--- config.mk ---
export PLATFORM = sky130hd
export DESIGN_NAME = txfs_monitor
export DESIGN_NICKNAME = d
export VERILOG_FILES = /design/src/rtl/txfs_pkg.sv /design/src/rtl/txfs_msg_timer.sv /design/src/rtl/txfs_reset_qual.sv /design/src/rtl/txfs_flag_latch.sv /design/src/rtl/txfs_monitor.sv
export SDC_FILE = /design/constraint.sdc
export NUM_CORES = 1
export LEC_CHECK = 0
export BUFFER_PORTS_ARGS = -buffer_cell sky130_fd_sc_hd__buf_4
export CAP_MARGIN = 40
export CORE_UTILIZATION = 40
export CTS_CLUSTER_SIZE = 20
export DETAILED_ROUTE_END_ITERATION = 8
export PLACE_DENSITY = 0.59
export SLEW_MARGIN = 0
export SYNTH_ARGS = -nofsm -noshare
export SYNTH_HDL_FRONTEND = slang
export SYNTH_SLANG_ARGS = --single-unit
--- constraint.sdc ---
create_clock -name clk -period 2.1 [get_ports clk]
set_input_delay 0 -clock clk [delete_from_list [all_inputs] [get_ports clk]]
set_output_delay 0 -clock clk [all_outputs]
set_load 0.03 [all_outputs]
--- src/rtl/txfs_pkg.sv ---
package txfs_pkg;
    typedef enum logic [1:0] {
        PH_IDLE   = 2'd0,
        PH_SEND   = 2'd1,
        PH_BRIDGE = 2'd2
    } txfs_phase_e;
endpackage

--- src/rtl/txfs_msg_timer.sv ---
module txfs_msg_timer
    import txfs_pkg::*;
#(
    parameter int LIMIT_CLKS = 9216,
    parameter int GAP_CLKS   = 36
) (
    input  logic clk,
    input  logic rst_n,
    input  logic tx_active,
    output logic trip
);
    localparam int MW = $clog2(LIMIT_CLKS + 1);
    localparam int GW = $clog2(GAP_CLKS + 1);

    typedef struct packed {
        txfs_phase_e   ph;
        logic [MW-1:0] msg;
        logic [GW-1:0] gap;
    } tmr_t;

    tmr_t st_d, st_q;
    logic [MW-1:0] msg_inc;

    always_comb begin
        msg_inc = (st_q.msg == MW'(LIMIT_CLKS)) ? st_q.msg : st_q.msg + MW'(1);
        st_d    = st_q;
        unique case (st_q.ph)
            PH_IDLE: begin
                if (tx_active) begin
                    st_d.ph  = PH_SEND;
                    st_d.msg = MW'(1);
                    st_d.gap = '0;
                end
            end
            PH_SEND: begin
                st_d.msg = msg_inc;
                if (!tx_active) begin
                    st_d.ph  = PH_BRIDGE;
                    st_d.gap = GW'(1);
                end
            end
            PH_BRIDGE: begin
                if (tx_active) begin
                    st_d.ph  = PH_SEND;
                    st_d.gap = '0;
                    st_d.msg = msg_inc;
                end else if (st_q.gap >= GW'(GAP_CLKS)) begin
                    st_d.ph  = PH_IDLE;
                    st_d.gap = '0;
                    st_d.msg = '0;
                end else begin
                    st_d.gap = st_q.gap + GW'(1);
                    st_d.msg = msg_inc;
                end
            end
            default: st_d = '{ph: PH_IDLE, msg: '0, gap: '0};
        endcase
    end

    always_ff @(posedge clk or negedge rst_n) begin
        if (!rst_n) st_q <= '{ph: PH_IDLE, msg: '0, gap: '0};
        else        st_q <= st_d;
    end

    assign trip = tx_active && (st_q.msg >= MW'(LIMIT_CLKS));

    // a bridged gap never runs past its limit
    a_r5_gap_bounded: assert property (@(posedge clk) disable iff (!rst_n)
        st_q.gap <= GW'(GAP_CLKS));
    // an ended message holds no residual length
    a_r6_idle_zero: assert property (@(posedge clk) disable iff (!rst_n)
        (st_q.ph == PH_IDLE) |-> (st_q.msg == '0));
    // a gap at its limit with no activity drops to idle
    a_r6_gap_ends: assert property (@(posedge clk) disable iff (!rst_n)
        (st_q.ph == PH_BRIDGE && st_q.gap == GW'(GAP_CLKS) && !tx_active)
        |=> (st_q.ph == PH_IDLE));
endmodule

--- src/rtl/txfs_reset_qual.sv ---
module txfs_reset_qual #(
    parameter int MIN_CLKS = 12
) (
    input  logic clk,
    input  logic rst_n,
    input  logic mrst_n,
    output logic rst_ok
);
    localparam int CW = $clog2(MIN_CLKS + 1);

    typedef struct packed {
        logic [CW-1:0] run;
    } qual_t;

    qual_t st_d, st_q;

    always_comb begin
        st_d = st_q;
        if (mrst_n)                          st_d.run = '0;
        else if (st_q.run != CW'(MIN_CLKS))  st_d.run = st_q.run + CW'(1);
    end

    always_ff @(posedge clk or negedge rst_n) begin
        if (!rst_n) st_q <= '{run: '0};
        else        st_q <= st_d;
    end

    assign rst_ok = !mrst_n && (st_q.run >= CW'(MIN_CLKS - 1));

    // a released master reset restarts qualification
    a_r4_run_restart: assert property (@(posedge clk) disable iff (!rst_n)
        mrst_n |=> (st_q.run == '0));
endmodule

--- src/rtl/txfs_flag_latch.sv ---
module txfs_flag_latch (
    input  logic clk,
    input  logic rst_n,
    input  logic trip,
    input  logic clr_own,
    input  logic clr_rst,
    output logic flag
);
    typedef struct packed {
        logic fs;
    } lat_t;

    lat_t st_d, st_q;

    always_comb begin
        st_d = st_q;
        if (clr_own || clr_rst) st_d.fs = 1'b0;
        else if (trip)          st_d.fs = 1'b1;
    end

    always_ff @(posedge clk or negedge rst_n) begin
        if (!rst_n) st_q <= '{fs: 1'b0};
        else        st_q <= st_d;
    end

    assign flag = st_q.fs;

    // no release without a clearing event
    a_r7_holds: assert property (@(posedge clk) disable iff (!rst_n)
        (st_q.fs && !clr_own && !clr_rst) |=> st_q.fs);
endmodule

--- src/rtl/txfs_monitor.sv ---
module txfs_monitor #(
    parameter int CLKS_PER_US = 12,
    parameter int LIMIT_US    = 768,
    parameter int GAP_US      = 3,
    parameter int MRST_MIN_US = 1
) (
    input  logic clk,
    input  logic rst_n,
    input  logic tx_active,
    input  logic own_cmd,
    input  logic mrst_n,
    output logic fs_flag,
    output logic tx_kill
);
    localparam int LIMIT_CLKS = CLKS_PER_US * LIMIT_US;
    localparam int GAP_CLKS   = CLKS_PER_US * GAP_US;
    localparam int MRST_CLKS  = CLKS_PER_US * MRST_MIN_US;

    logic trip, rst_ok;

    txfs_msg_timer #(.LIMIT_CLKS(LIMIT_CLKS), .GAP_CLKS(GAP_CLKS)) u_timer (
        .clk(clk), .rst_n(rst_n), .tx_active(tx_active), .trip(trip));

    txfs_reset_qual #(.MIN_CLKS(MRST_CLKS)) u_qual (
        .clk(clk), .rst_n(rst_n), .mrst_n(mrst_n), .rst_ok(rst_ok));

    txfs_flag_latch u_latch (
        .clk(clk), .rst_n(rst_n), .trip(trip), .clr_own(own_cmd),
        .clr_rst(rst_ok), .flag(fs_flag));

    assign tx_kill = fs_flag;

    // the flag only rises out of transmit activity
    a_r1_rise_on_tx: assert property (@(posedge clk) disable iff (!rst_n)
        $rose(fs_flag) |-> $past(tx_active));
    // an own-address command always leaves the flag low
    a_r3_own_clears: assert property (@(posedge clk) disable iff (!rst_n)
        own_cmd |=> !fs_flag);
    // the flag falls only after a clearing event
    a_r4_clear_cause: assert property (@(posedge clk) disable iff (!rst_n)
        $fell(fs_flag) |-> ($past(own_cmd) || $past(!mrst_n)));
endmodule

==> impl_metrics.py, run 1 <==
metrics = {
    "die": {
        "die_h_um": 64.8,
        "die_area_um2": 4200,
        "rows": 22,
        "core_area_um2": 3720,
        "die_x_um": 64.8,
        "start_util_pct": 42.5,
        "ioPinCount": 7,
    },
    "detailed_routing": {
        "wl_per_cell_um": 14.1,
        "wl_um": 3140,
        "drc": 0,
        "initialDrtViolationCount": 64,
        "vias": 1274,
        "drt_pass1_iterations": 4,
        "ant_nets": 0,
        "viasPerCell": 5.71,
    },
    "logic_synthesis": {
        "yosys-top-cells-area": "dfrtp_1 43%, ha_1 4.8%, nor2_1 3.6%, xor2_1 2.8%, nand2_1 2.6%",
        "syn_area_um2": 1580,
        "ys.flop_type": "dfrtp_1",
        "syn_inst": 168,
        "syn_nets": 179,
        "async_flop_share_pct": 100,
        "synth_edf_count": 0,
        "synth_cell_types": 47,
        "seq_area_frac_synth_pct": 42.8,
        "ys_ff_latch": 27,
        "yosysTopAreaCell": "dfrtp_1",
        "syn_area_per_cell_um2": 9.39,
        "yosysWarnings": 0,
        "synth.top_cell.area_share_pct": 42.8,
    },
    "timing": {
        "fmax_ghz": 0.507,
        "finalHoldViolCount": 0,
        "drv_slew": 0,
        "fin_setup_tns_ps": 0,
        "max_slew_margin_pct": 64.5,
        "fin_skew_ps": 3.78,
        "post-route-min-period_ps": 1970,
        "finalSetupViolCount": 0,
        "rsz0062_at_grt": "false",
        "period_share_pct": 94.0,
        "tightest_slew_ps": 527,
    },
    "clock_network": {
        "cts.sinks": 27,
        "clk_path_buf_depth": 2,
        "cts_inserted_buffers": 3,
        "clk-insertion-delay-late_ps": 270,
        "cts.repair.resized": 0,
        "htreeDepth": 1,
        "tritoncts": "built",
        "cts.reportedPaths.clkPinSlew_ps": 90,
        "cts_root_buf": "clkbuf_8",
    },
    "run_status": {
        "outcome": "complete, no violations",
    },
    "worst_setup_path": {
        "cp-start-kind": "register",
        "crit_chain": "inv_1 -> ha_1 -> nor4b_1 -> and4_1 -> or4_1 -> a21oi_1",
        "path_delay_family": "simple AND/OR/NAND/NOR gates",
        "cp.required_ps": 2290,
        "cp_num_buf_inv": 1,
        "critical_path.slowest_cell": "or4_1",
        "cp.arrival_ps": 2170,
        "worstPathMaxFanout": 12,
        "critical_path_class": "reg2reg",
        "critPathCaptureType": "register",
        "max_stage_delay_ps": 540,
    },
    "place": {
        "dp_cells": 215,
        "postPlaceCellArea_um2": 1650,
        "io_buffers": 6,
        "place.gp.congestion": 0.817,
        "place_hpwl_um": 2240,
    },
    "finish": {
        "nets": 187,
        "design_area_um2": 1740,
        "area_delta_synth_final_pct": 10.1,
        "final_cells": 223,
        "n_antenna_cell": 0,
        "drive_above_1_share_pct": 9.14,
        "n_fill_cell": 342,
    },
    "pwr": {
        "p_per_area_nw_per_um2": 654,
        "p_leak_nw": 0.748,
        "max-vdd-ir-drop_mv": 0.286,
    },
    "global_route": {
        "grt_usage_pct": 17.2,
        "grt_pass1_vias": 1229,
        "grt_remaining_overflow": 0,
        "grt_max_degree": 28,
        "antenna_found_initial": 0,
        "grt_pass1_wl_um": 5620,
    },
    "worst_hold_path": {
        "hp-class": "in2async",
    },
    "run": {
        "max_cap_violations": 0,
    },
}
## kinds of logic after synthesis
logic type | share of synthesized area (%)
and+or+nand+nor | 25.9
buffers and inverters | 4.68
xor gates and xnor gates | 5.00
muxes | 1.27
DFF | 42.8
adders and majority gates | 4.76
AOI/OAI and AO/OA | 15.6
## per-layer routing
metal  vias up  share of wire (%)  global-route usage [%]
met4         0                1.2                    7.78
met1       617                 48                    23.2
met5         -                  0                       0
met2        19                 47                    26.7
li1        634                  -                       -
met3         4                3.2                    2.99
## sequential cells by signal, summed over array words and instances (netlist names)
| signal | count |
|---|---|
| u_timer.st_q | 22 |
| u_latch.flag | 1 |
| u_qual.st_q | 4 |
## placed cells by master, fill, tap and decap left out, types with 3 or more instances in the layout
cell type and instances:
or3_1 3, dfrtp_1 27, nand3_1 6, clkbuf_8 3, nand2_1 11, xor2_1 5
xnor2_1 4, nand4_1 5, nor2_1 15, a21oi_1 6, buf_4 7, ha_1 6
and4_1 3, inv_1 9, and2_1 4, nor4_1 3, dlygate4sd3_1 4, a31oi_1 4
or4_1 4, nor3_1 6, nand3b_1 3
## report_power, final
part	total [mW]	leakage [nW]	internal, mW	switching (mW)
clock network	0.292	0.0255	0.133	0.159
logic	0.226	0.358	0.0972	0.129
registers	0.618	0.365	0.559	0.0590
## layout make-up
cell class	instances	area (um2)	share of cell area [%]
inverter	9	33.8	1.95
sequential	27	676	38.9
tap	48	60.1	3.46
multi-input combinational	124	828	47.7
timing repair buffer	11	92.6	5.33
clock inverter	1	5.00	0.288
clock buffer	3	41.3	2.38
## path summary, 6_finish.rpt
| check | from | depth (start not counted) | end | slack, ps |
|---|---|---|---|---|
| setup / recovery | u_timer.st_q[6] | 6 | u_timer.st_q[12] | 130 |
| hold / removal | rst_n | 2 | u_qual.st_q[1] | 170 |
| setup reg to reg | u_timer.st_q[6] | 6 | u_timer.st_q[12] | 130 |
| hold reg to reg | u_timer.st_q[4] | 1 | u_timer.st_q[4] | 560 |
| max in group asynchronous | rst_n | 2 | u_timer.st_q[8] | 1670 |
| min in group clk | own_cmd | 3 | u_latch.flag | 420 |
## Yosys cell counts, types with 2 or more instances
cell,count
and2_1,4
o21a_1,2
o21ai_0,2
nor4_1,3
nor3_1,6
xor2_1,5
nor4b_1,2
mux2i_1,2
xnor2_1,4
a21oi_1,6
nand4_1,5
or4_1,4
o2bb2ai_1,2
inv_1,9
nor2_1,15
o31ai_1,2
nor3b_1,2
o22a_1,2
and4_1,3
ha_1,6
a211oi_1,2
a41oi_1,2
dfrtp_1,27
nand2_1,11
nand3_1,6
nand3b_1,3
clkbuf_1,2
a31oi_1,4
or3_1,3
buf_2,5
## timing repair
item                                   4_1_cts  5_1_grt
setup endpoints to repair                    0        0
setup buffers                                0        0
endpoints found under the hold margin       32        0
hold buffers                                 4        0
## metrics by stage
stage	utilization, %	hold WS [ps]	power (mW)	setup WS (ps)
6_report	46.7	172	1.14	126
5_1_grt	46.7	198	1.21	45.6
4_1_cts	46.7	171	1.16	144
3_5_place_dp	44.4	-59.4	0.845	177
3_3_place_gp	44.4	-69.2	0.832	283
2_1_floorplan	-	-296	0.776	460
(Power assumes the default switching activity.)
==> inputs of run 2 (changes only) <==
CORE_MARGIN = 4   (was default)
==> run 2 against run 1 <==
Effect of this change:
- maximum frequency increased by 2.8%
- critical endpoint unchanged
- cell count unchanged
- first-iteration DRC count increased by 6.3%
- combinational power about the same
- highest routed layer unchanged
- clock skew increased by 6.2 ps
- register-to-register slack improved by 50 ps
==> impl_metrics.py, run 2 (synthesized netlist as in run 1, its figures left out) <==
metrics = {
    "run_status": {
        "outcome": "complete, no violations",
    },
    "detailed_routing": {
        "viasPerCell": 5.73,
        "drt_pass1_iterations": 4,
        "vias": 1277,
        "ant_nets": 0,
        "drc": 0,
        "wl_um": 3070,
        "wl_per_cell_um": 13.8,
        "initialDrtViolationCount": 68,
    },
    "timing": {
        "rsz0062_at_grt": "false",
        "tightest_slew_ps": 486,
        "max_slew_margin_pct": 67.3,
        "fin_skew_ps": 9.94,
        "post-route-min-period_ps": 1920,
        "fin_setup_tns_ps": 0,
        "finalSetupViolCount": 0,
        "fmax_ghz": 0.521,
        "finalHoldViolCount": 0,
        "worst_hold_slack_ps": 169,
        "drv_slew": 0,
        "fin_ws_ps": 179,
        "period_share_pct": 91.5,
    },
    "worst_setup_path": {
        "critical_path.slowest_cell": "or4_1",
        "rr_endpoint": "u_timer.st_q[12]",
        "r2r-start": "u_timer.st_q[6]",
        "path_delay_family": "simple AND/OR/NAND/NOR gates",
        "r2r_slack_ps": 180,
        "cp-start-kind": "register",
        "worstPathMaxFanout": 12,
        "cp.required_ps": 2290,
        "cp.arrival_ps": 2110,
        "critPathCaptureType": "register",
        "critical_path_class": "reg2reg",
        "cp_num_buf_inv": 1,
        "crit_chain": "inv_1 -> ha_1 -> nor4b_1 -> and4_1 -> or4_1 -> a21oi_1",
        "max_stage_delay_ps": 540,
        "worstRegToRegCells": 6,
    },
    "finish": {
        "final_cells": 223,
        "regArea_um2": 676,
        "n_antenna_cell": 0,
        "n_fill_cell": 370,
        "drive_above_1_share_pct": 9.14,
        "nets": 187,
        "largest_reg_flops": 22,
        "mostFrequentLayoutCells": "27 x dfrtp_1, 15 x nor2_1, 11 x nand2_1",
        "mostFrequentLayoutCell": "dfrtp_1",
        "regMostFlops": "u_timer.st_q",
        "area_delta_synth_final_pct": 10.1,
        "multi_input_area_um2": 828,
    },
    "pwr": {
        "max-vdd-ir-drop_mv": 0.271,
        "p_leak_nw": 0.748,
        "p_per_area_nw_per_um2": 650,
        "finalPower_mw": 1.13,
    },
    "place": {
        "dp_cells": 215,
        "io_buffers": 6,
        "place_hpwl_um": 2200,
        "place.gp.congestion": 0.808,
        "pre_cts_slack_ps": 215,
    },
    "global_route": {
        "grt_usage_pct": 12.5,
        "grt_pass1_wl_um": 5240,
        "grt_pass1_vias": 1211,
        "grt_max_degree": 28,
        "grt_remaining_overflow": 0,
        "antenna_found_initial": 0,
    },
    "die": {
        "die_area_um2": 5010,
        "start_util_pct": 42.1,
        "die_x_um": 70.8,
        "rows": 22,
        "core_area_um2": 3740,
        "ioPinCount": 7,
        "die_h_um": 70.8,
    },
    "clock_network": {
        "tritoncts": "built",
        "cts.reportedPaths.clkPinSlew_ps": 100,
        "cts_root_buf": "clkbuf_8",
        "htreeDepth": 1,
        "cts_inserted_buffers": 3,
        "postCtsSetupBuffers": 0,
        "cts.sinks": 27,
        "clk-insertion-delay-late_ps": 270,
        "clk_path_buf_depth": 2,
    },
    "worst_hold_path": {
        "hp-class": "in2async",
    },
    "run": {
        "max_cap_violations": 0,
    },
}
## run 2: routing by layer
layer | track usage (%) | share of wire (%)
met5 | 0 | 0
met4 | 3.76 | 0.62
met3 | 2.70 | 4.5
met2 | 20.8 | 47
met1 | 16.3 | 48
## run 2: through the flow
step / utilization, % / cell area (um2)
final: 46.4 / 1740
after detailed placement: 44.1 / 1650
after global routing: 46.4 / 1740
after global placement: 44.1 / 1650
after CTS: 46.4 / 1740
after floorplan: - / 1580
## run 2: layout make-up
type / count / share of cell area [%]
Timing Repair Buffer: 11 / 5.33
Clock inverter: 1 / 0.288
Sequential cell: 27 / 38.9
Tap cell: 48 / 3.46
Inverter: 9 / 1.95
Clock buffer: 3 / 2.38
Multi-Input combinational cell: 124 / 47.7
## run 2: power by group
group          switching, mW  leakage (nW)  internal (mW)
clock                  0.157        0.0255          0.133
sequential            0.0576         0.365          0.559
combinational          0.127         0.358         0.0972
total                  0.341         0.748          0.788
## run 2: timing repair
action	CTS	global route
endpoints found under the hold margin	32	0
resized for setup	0	0
hold buffers	4	0
## run 2: worst max-delay path by stage
stage,depth (start not counted),slack (ps),to,from
floorplan,6,460,u_timer.st_q[12],u_timer.st_q[6]
global placement,6,290,u_timer.st_q[12],u_timer.st_q[6]
detailed placement,6,220,u_timer.st_q[12],u_timer.st_q[6]
CTS,6,180,u_timer.st_q[12],u_timer.st_q[6]
global route,6,70,u_timer.st_q[12],u_timer.st_q[6]
finish,6,180,u_timer.st_q[12],u_timer.st_q[6]
==> inputs of run 3 (changes only) <==
CORE_UTILIZATION = 35   (was 40)
PLACE_DENSITY = 0.53   (was 0.59)
SYNTH_HIERARCHICAL = 1   (was default)
==> run 3 against run 2 <==
Effect of this change:
- maximum frequency increased by 10%
- via count is 4.5% higher
- largest cell class unchanged
- first-iteration DRC count increased by 37%
- synthesized cell count rose by 3.0%
- die area is 15% higher
- non-clock buffer count did not move
- power grew 2.6%
- sequential cell count is the same
- hold slack improved by 8.8 ps
- area after synthesis is 2.2% higher
- register-to-register slack improved by 180 ps
==> impl_metrics.py, run 3 <==
metrics = {
    "finish": {
        "mostFrequentLayoutCells": "27 x dfrtp_1, 18 x nor2_1, 12 x inv_1",
        "largest_reg_flops": 22,
        "mostFrequentLayoutCell": "dfrtp_1",
        "design_area_um2": 1780,
        "n_antenna_cell": 0,
        "final_cells": 234,
        "regMostFlops": "u_timer/st_q",
        "drive_above_1_share_pct": 9.89,
        "nets": 194,
        "area_delta_synth_final_pct": 10.1,
        "n_fill_cell": 443,
    },
    "clock_network": {
        "htreeDepth": 1,
        "clk_path_buf_depth": 2,
        "cts.sinks": 27,
        "cts_root_buf": "clkbuf_8",
        "clk-insertion-delay-late_ps": 270,
        "postCtsSetupBuffers": 0,
        "cts.reportedPaths.clkPinSlew_ps": 90,
        "cts.repair.resized": 0,
        "tritoncts": "built",
        "cts_hold_buf": 4,
        "cts_inserted_buffers": 3,
    },
    "worst_setup_path": {
        "critPathCaptureType": "register",
        "critical_path_class": "reg2reg",
        "r2r-start": "u_timer/st_q[20]",
        "cp.required_ps": 2290,
        "worstPathMaxFanout": 12,
        "cp.arrival_ps": 1930,
        "cp-start-kind": "register",
        "critical_path.startpoint": "u_timer/st_q[20]",
    },
    "logic_synthesis": {
        "syn_area_per_cell_um2": 9.32,
        "synth_edf_count": 0,
        "syn_area_um2": 1610,
        "ys_ff_latch": 27,
        "synth.top_cell.area_share_pct": 41.9,
        "yosysTopAreaCell": "dfrtp_1",
        "yosysWarnings": 6,
        "synth_cell_types": 44,
        "ys.flop_type": "dfrtp_1",
        "seq_area_frac_synth_pct": 41.9,
        "synth_commonest_cells": "27 x dfrtp_1, 18 x nor2_1, 12 x inv_1",
        "syn_nets": 184,
        "yosysMostFrequentCell": "dfrtp_1",
        "async_flop_share_pct": 100,
        "syn_inst": 173,
        "yosys-top-cells-area": "dfrtp_1 42%, ha_1 4.7%, nor2_1 4.2%, xnor2_1 3.8%, nand3_1 3.4%",
    },
    "timing": {
        "tightest_slew_ps": 737,
        "finalHoldViolCount": 0,
        "post-route-min-period_ps": 1740,
        "drv_slew": 0,
        "fmax_ghz": 0.573,
        "finalSetupViolCount": 0,
        "max_slew_margin_pct": 50.3,
        "fin_skew_ps": 4.94,
        "period_share_pct": 83.1,
        "rsz0062_at_grt": "false",
        "fin_setup_tns_ps": 0,
    },
    "detailed_routing": {
        "ant_nets": 0,
        "wl_met3_um": 129,
        "wl_um": 3400,
        "wl_met1_um": 1650,
        "met2_length_um": 1600,
        "highest_layer": "met4",
        "wl_per_cell_um": 14.5,
        "drc": 0,
        "drt_pass1_iterations": 4,
        "viasPerCell": 5.70,
        "vias": 1334,
        "initialDrtViolationCount": 93,
    },
    "global_route": {
        "grt_remaining_overflow": 0,
        "grt_pass1_vias": 1306,
        "antenna_found_initial": 0,
        "grt_max_degree": 28,
        "grt_usage_pct": 13.9,
        "grt_pass1_wl_um": 6140,
    },
    "place": {
        "place_hpwl_um": 2410,
        "place.gp.congestion": 0.853,
        "postPlaceCellArea_um2": 1690,
        "dp_cells": 226,
        "io_buffers": 6,
    },
    "die": {
        "die_h_um": 75.9,
        "rows": 24,
        "start_util_pct": 36.5,
        "die_x_um": 75.9,
        "core_area_um2": 4410,
        "ioPinCount": 7,
        "die_area_um2": 5760,
    },
    "pwr": {
        "p_leak_nw": 0.745,
        "max-vdd-ir-drop_mv": 0.361,
        "p_per_area_nw_per_um2": 653,
        "finalPower_mw": 1.16,
    },
    "run": {
        "max_cap_violations": 0,
    },
    "run_status": {
        "outcome": "complete, no violations",
    },
    "worst_hold_path": {
        "hp-class": "in2async",
    },
}
[run 3: cell types whose count changed after synthesis, moves of 3 or more]
| cell | delta |
|---|---|
| buf_2 | -3 |
| inv_1 | +3 |
| a21oi_1 | +4 |
| xor2_1 | -4 |
| o21ai_0 | +4 |
| or4_1 | -3 |
| a22o_1 | +4 |
| xnor2_1 | +3 |
| nor2_1 | +3 |
| buf_4 | +3 |
| nand3_1 | +5 |
| and2_1 | -4 |
[run 3: path summary, 6_finish.rpt]
check | endpoint | slack (ps) | cells after the start
worst max-delay path | u_timer/st_q[8] | 360 | 4
worst min-delay path | u_timer/st_q[3] | 180 | 2
worst max register to register | u_timer/st_q[8] | 360 | 4
worst min register to register | u_timer/st_q[2] | 530 | 1
max in group asynchronous | u_timer/st_q[19] | 1650 | 2
min in group clk | u_latch/flag | 420 | 3
[run 3: final cells by class]
| class | count | area [um2] | share of cell area, % |
|---|---|---|---|
| Tap cell | 52 | 65.1 | 3.66 |
| Inverter | 13 | 48.8 | 2.75 |
| Multi-Input combinational cell | 127 | 848 | 47.8 |
| Sequential cell | 27 | 676 | 38.1 |
| Timing Repair Buffer | 11 | 92.6 | 5.21 |
| Clock buffer | 4 | 45.0 | 2.54 |
[run 3: logic make-up (layout without fill, tap and decap cells)]
group / count (synthesis) / after routing / synth area share (%)
multiplexers: 4 / 4 / 2.48
adder cells (fa/ha/maj): 7 / 7 / 5.28
buffers and inverters: 19 / 28 / 5.51
flip-flops: 27 / 27 / 41.9
XOR/XNOR: 8 / 8 / 4.34
AO/OA/AOI/OAI: 37 / 37 / 16.0
AND/OR/NAND/NOR: 71 / 71 / 24.5
[run 3: metal layers]
metal  vias to the layer above  global-route usage (%)
met1                       658                    20.4
met3                         2                    3.03
met4                         0                    3.30
met2                        30                    20.7
met5                         -                       0
li1                        644                       -
[run 3: worst max-delay path, stage by stage, from the launching register on]
cell and delay, ps:
dfrtp_1 600, nor2_1 180, a21boi_0 330, nand2_1 310, a21oi_1 230
[run 3: power breakdown]
group / switching, mW / internal, mW
registers: 0.0706 / 0.559
logic: 0.130 / 0.106
clock network: 0.158 / 0.136
[run 3: metrics by stage]
stage          utilization, %  hold slack [ps]  setup slack [ps]
3_3_place_gp             38.3            -61.1               359
6_report                 40.2              177               356
5_1_grt                  40.2              214               173
2_1_floorplan               -             -296               682
3_5_place_dp             38.3            -58.1               400
4_1_cts                  40.2              190               349
